===== config.mk =====
export PLATFORM = sky130hd
export DESIGN_NAME = tmr_irq_ctrl
export DESIGN_NICKNAME = d
export VERILOG_FILES = /design/src/rtl/tmr_irq_pkg.sv /design/src/rtl/tmr_irq_flag.sv /design/src/rtl/tmr_irq_arb.sv /design/src/rtl/tmr_irq_ctrl.sv
export SDC_FILE = /design/constraint.sdc
export NUM_CORES = 1
export LEC_CHECK = 0
export CORE_AREA = 2 2 41 50
export CTS_CLUSTER_SIZE = 16
export DETAILED_ROUTE_END_ITERATION = 6
export DIE_AREA = 0 0 43 52
export PLACE_DENSITY_LB_ADDON = 0.25
export SYNTH_ARGS = -nofsm -noshare
export SYNTH_HDL_FRONTEND = slang
export SYNTH_SLANG_ARGS = --single-unit

===== constraint.sdc =====
create_clock -name clk -period 1.2 [get_ports clk]
set_input_delay 0.3 -clock clk [delete_from_list [all_inputs] [get_ports clk]]
set_output_delay 0.3 -clock clk [all_outputs]
set_load 0.01 [all_outputs]

===== src/rtl/tmr_irq_pkg.sv =====
package tmr_irq_pkg;
  localparam int NSRC   = 3;
  localparam int DATA_W = 8;
  localparam int VEC_W  = 3;

  typedef logic [VEC_W-1:0] vec_t;

  // Source index: 0 = timer 1 compare A, 1 = timer 1 overflow, 2 = timer 0 overflow.
  // Register bit position shared by the flag and enable registers.
  function automatic int src_bit(input int idx);
    case (idx)
      0:       return 6;
      1:       return 2;
      default: return 1;
    endcase
  endfunction

  // Fixed vector per source: the lower the index, the lower the vector.
  function automatic vec_t src_vec(input int idx);
    return vec_t'(3 + idx);
  endfunction

  // Mask of the implemented bits in either register.
  function automatic logic [DATA_W-1:0] live_bits();
    logic [DATA_W-1:0] m;
    m = '0;
    for (int i = 0; i < NSRC; i++) m[src_bit(i)] = 1'b1;
    return m;
  endfunction
endpackage


===== src/rtl/tmr_irq_flag.sv =====
module tmr_irq_flag (
  input  logic clk,
  input  logic rst_n,
  input  logic set_i,
  input  logic clr_i,
  output logic q_o
);
  always_ff @(posedge clk or negedge rst_n) begin
    if (!rst_n)      q_o <= 1'b0;
    else if (set_i)  q_o <= 1'b1;
    else if (clr_i)  q_o <= 1'b0;
  end

  AST_SET_WINS: assert property (@(posedge clk) disable iff (!rst_n)
    set_i |=> q_o);
  AST_CLR_TAKES: assert property (@(posedge clk) disable iff (!rst_n)
    (clr_i && !set_i) |=> !q_o);
  AST_FLAG_HOLDS: assert property (@(posedge clk) disable iff (!rst_n)
    (!clr_i && !set_i) |=> $stable(q_o));
endmodule


===== src/rtl/tmr_irq_arb.sv =====
module tmr_irq_arb
  import tmr_irq_pkg::*;
#(
  parameter int N = NSRC
) (
  input  logic [N-1:0] pend_i,
  output logic         req_o,
  output vec_t         vec_o
);
  always_comb begin
    vec_o = '0;
    // Scan from the highest index down so that the lowest index wins.
    for (int i = N - 1; i >= 0; i--) begin
      if (pend_i[i]) vec_o = src_vec(i);
    end
  end

  assign req_o = |pend_i;

  always_comb begin
    if (pend_i[0]) AST_LOW_WINS: assert (vec_o == src_vec(0));
  end
endmodule


===== src/rtl/tmr_irq_ctrl.sv =====
module tmr_irq_ctrl
  import tmr_irq_pkg::*;
#(
  parameter int                ADDR_W    = 6,
  parameter logic [ADDR_W-1:0] FLAG_ADDR = 6'h38,
  parameter logic [ADDR_W-1:0] MASK_ADDR = 6'h39
) (
  input  logic              clk,
  input  logic              rst_n,
  input  logic              gie,
  input  logic              ev_cmpa1,
  input  logic              ev_ovf1,
  input  logic              ev_ovf0,
  input  logic [ADDR_W-1:0] io_addr,
  input  logic              io_wr,
  input  logic [7:0]        io_wdata,
  output logic [7:0]        io_rdata,
  input  logic              irq_ack,
  input  logic [2:0]        ack_vec,
  output logic              irq_req,
  output logic [2:0]        irq_vec
);
  localparam logic [DATA_W-1:0] LIVE = live_bits();

  logic [NSRC-1:0] ev, flag_q, en_q, w1c, ack_hit, pend;
  logic            flag_wr, mask_wr;

  assign ev      = {ev_ovf0, ev_ovf1, ev_cmpa1};
  assign flag_wr = io_wr && (io_addr == FLAG_ADDR);
  assign mask_wr = io_wr && (io_addr == MASK_ADDR);

  for (genvar i = 0; i < NSRC; i++) begin : g_src
    assign w1c[i]     = flag_wr && io_wdata[src_bit(i)];
    assign ack_hit[i] = irq_ack && (ack_vec == src_vec(i));

    tmr_irq_flag u_flag (
      .clk   (clk),
      .rst_n (rst_n),
      .set_i (ev[i]),
      .clr_i (w1c[i] || ack_hit[i]),
      .q_o   (flag_q[i])
    );

    always_ff @(posedge clk or negedge rst_n) begin
      if (!rst_n)       en_q[i] <= 1'b0;
      else if (mask_wr) en_q[i] <= io_wdata[src_bit(i)];
    end

    assign pend[i] = flag_q[i] && en_q[i] && gie;
  end

  tmr_irq_arb #(.N(NSRC)) u_arb (
    .pend_i (pend),
    .req_o  (irq_req),
    .vec_o  (irq_vec)
  );

  always_comb begin
    io_rdata = '0;
    for (int i = 0; i < NSRC; i++) begin
      if (io_addr == FLAG_ADDR)      io_rdata[src_bit(i)] = flag_q[i];
      else if (io_addr == MASK_ADDR) io_rdata[src_bit(i)] = en_q[i];
    end
  end

  always_comb begin
    AST_RSVD_ZERO: assert ((io_rdata & ~LIVE) == '0);
  end

  AST_REQ_GATED: assert property (@(posedge clk) disable iff (!rst_n)
    irq_req |-> (gie && (flag_q & en_q) != '0));
  AST_VEC_LEGAL: assert property (@(posedge clk) disable iff (!rst_n)
    irq_req |-> (irq_vec >= 3'd3 && irq_vec <= 3'd5));
  AST_ACK_DROPS: assert property (@(posedge clk) disable iff (!rst_n)
    (irq_ack && ack_vec == 3'd3 && !ev_cmpa1) |=> !flag_q[0]);
endmodule


==> results.py <==
metrics = {
    "global_route": {
        "grt_pass1_wl_um": 1900,
        "grt_pass1_vias": 480,
        "grt_antenna_before_repair": 0,
        "track_usage_pct": 11.4,
        "grt-ovfl-total": 0,
        "grt_max_degree": 7,
    },
    "sta": {
        "holdWs_ps": 298,
        "finalWorstSetupSlack_ps": -232,
        "final.min_clock_period_ps": 1430,
        "fmax_ghz": 0.698,
        "timing.final.crit_share_pct": 119,
        "setup_viol": 7,
        "fin_skew_ps": 0,
        "report.final.slew_viol_count": 0,
        "hold_viol": 0,
        "rsz0062_at_grt": "yes",
    },
    "place": {
        "portBuffers": 26,
        "dp_cells": 100,
        "globalplace.congestion": 0.666,
        "dp_hpwl_um": 939,
    },
    "cts": {
        "clkLatencyLatePin_ps": 240,
        "clockBufferDepth": 2,
        "cts_made_buffers": 3,
        "clk_pin_slew_ps": 50,
        "tritoncts": "yes",
        "cts_htree_levels": 1,
        "clock_sinks": 6,
        "cts-root-buf": "clkbuf_4",
        "cts_hold_buf": 0,
    },
    "route": {
        "drtIter0Drc": 6,
        "viasPerCell": 4.50,
        "post_drt_wl_per_cell_um": 10.7,
        "num_vias": 481,
        "drc": 0,
        "dr.pass1.iters": 4,
        "wl_um": 1150,
        "ant_nets": 0,
    },
    "min_path": {
        "min_path_type": "in -> async",
    },
    "job": {
        "drv_cap": 0,
    },
    "synthesis": {
        "postSynthAreaPerCell_um2": 9.59,
        "syn_area_um2": 460,
        "syn_inst": 48,
        "synth_edf_count": 0,
        "synthDistinctLibCells": 21,
        "synth_seq_cells": 6,
        "synth_ff_type": "dfrtp_1",
        "async_flop_share_pct": 100,
        "seq_area_frac_synth_pct": 32.6,
        "yosysWarnings": 0,
    },
    "worst_setup_path": {
        "worstSetupPathType": "reg -> out",
        "crit_required_ps": 900,
        "worstSetupStartpointType": "flip-flop",
        "arrival_ps": 1130,
        "crit_fanout": 4,
        "endpoint_kind": "primary output",
    },
    "final_layout": {
        "nets": 115,
        "seqCellArea_um2": 150,
        "layout.cells.non_filler": 107,
        "utilization_pct": 48.9,
        "final_cell_mix": "clkdlybuf4s50_1, buf_4, buf_2, buf_6, dfrtp_1",
        "drive_above_1_share_pct": 48.9,
        "multiInputGateArea_um2": 325,
        "diodes": 0,
        "area_delta_synth_final_pct": 89.9,
        "layout_commonest_cell": "clkdlybuf4s50_1",
        "fill_cells": 191,
    },
    "floorplan": {
        "std_cell_rows": 17,
        "ios": 37,
        "start_util_pct": 25.8,
        "coreArea_um2": 1790,
        "fp.dieArea_um2": 2240,
        "die_y_um": 52,
        "die_w_um": 43,
    },
    "power": {
        "max-vdd-ir-drop_uv": 484,
        "p_per_area_nw_per_um2": 772,
        "p_leak_nw": 0.398,
    },
    "run_status": {
        "violations": "setup timing",
        "outcome": "complete, but fails checks",
    },
}
[critical path, cell delays in order (launching register included)]
cell	delay [ps]
dfrtp_1	380
and3_4	180
a41o_1	190
buf_2	130
[layer usage]
layer  track usage (%)  routed length, um
met1              11.1                441
met3              1.39                 82
met5                 0                  0
met4              6.06                  0
met2              22.7                625
[flip-flops by register name (all words and copies together) (netlist names)]
name,cells
en_q,3
g_src.u_flag.q_o,3
[stage by stage]
stage	worst slack [ps]	power [mW]	instance area [um^2]	setup TNS, ps
floorplan	-45.7	0.342	500	-137
global placement	-927	0.464	807	-8390
detailed placement	-935	0.467	807	-8410
CTS	-241	0.684	873	-1330
global route	-287	0.716	875	-1600
finish	-232	0.675	875	-1280
[repair_timing]
| action | CTS | global route |
|---|---|---|
| gates cloned | 0 | 0 |
| resized for setup | 61 | 4 |
| endpoints found under the setup margin | 13 | 10 |
| buffers inserted | 4 | 0 |
| pin swaps | 9 | 2 |
[cell usage after synthesis, types with 2 or more instances]
cell,n,area (um^2)
mux2_2,3,33.8
nor2_1,4,15.0
a21oi_1,3,15.0
nand4b_1,2,17.5
mux2i_1,3,30.0
buf_4,6,45.0
dfrtp_1,6,150
nand2_1,2,7.51
inv_1,5,18.8
a31oi_1,3,18.8
[kinds of logic after synthesis]
family,count (synthesis),share of synthesized area [%]
buffers and inverters,11,13.9
and+or+nand+nor,16,27.4
muxes,6,13.9
DFF,6,32.6
AOI/OAI and AO/OA,8,11.4
other,1,0.814
[layout make-up]
cell class              count  share of cell area (%)
repair buffers             39                    38.2
multi-input cells          35                    37.2
flip-flops and latches      6                    17.2
well taps                  19                    2.72
clock buffers               3                    2.58
inverters                   5                    2.15
[report_power, final]
part | leakage (nW) | internal (mW) | switching, mW
Clock | 0.0138 | 0.113 | 0.0709
Combinational | 0.317 | 0.155 | 0.0983
Sequential | 0.0673 | 0.220 | 0.0176
Total | 0.398 | 0.488 | 0.187
[worst paths after layout]
check                                                startpoint                               to  slack (ps)  cells after the start
worst max-delay path                        en_q[0]$_DFFE_PN0P_                       irq_vec[0]        -230                      3
worst min-delay path                                      rst_n              en_q[0]$_DFFE_PN0P_         300                      1
worst max register to register  g_src[0].u_flag.q_o$_DFFE_PN0P_  g_src[0].u_flag.q_o$_DFFE_PN0P_         280                      4
worst min register to register              en_q[1]$_DFFE_PN0P_              en_q[1]$_DFFE_PN0P_         600                      1
max in group asynchronous                                 rst_n  g_src[2].u_flag.q_o$_DFFE_PN0P_         690                      1
min in group clk                            en_q[1]$_DFFE_PN0P_              en_q[1]$_DFFE_PN0P_         600                      1
Power figures use the tool's default switching activity.
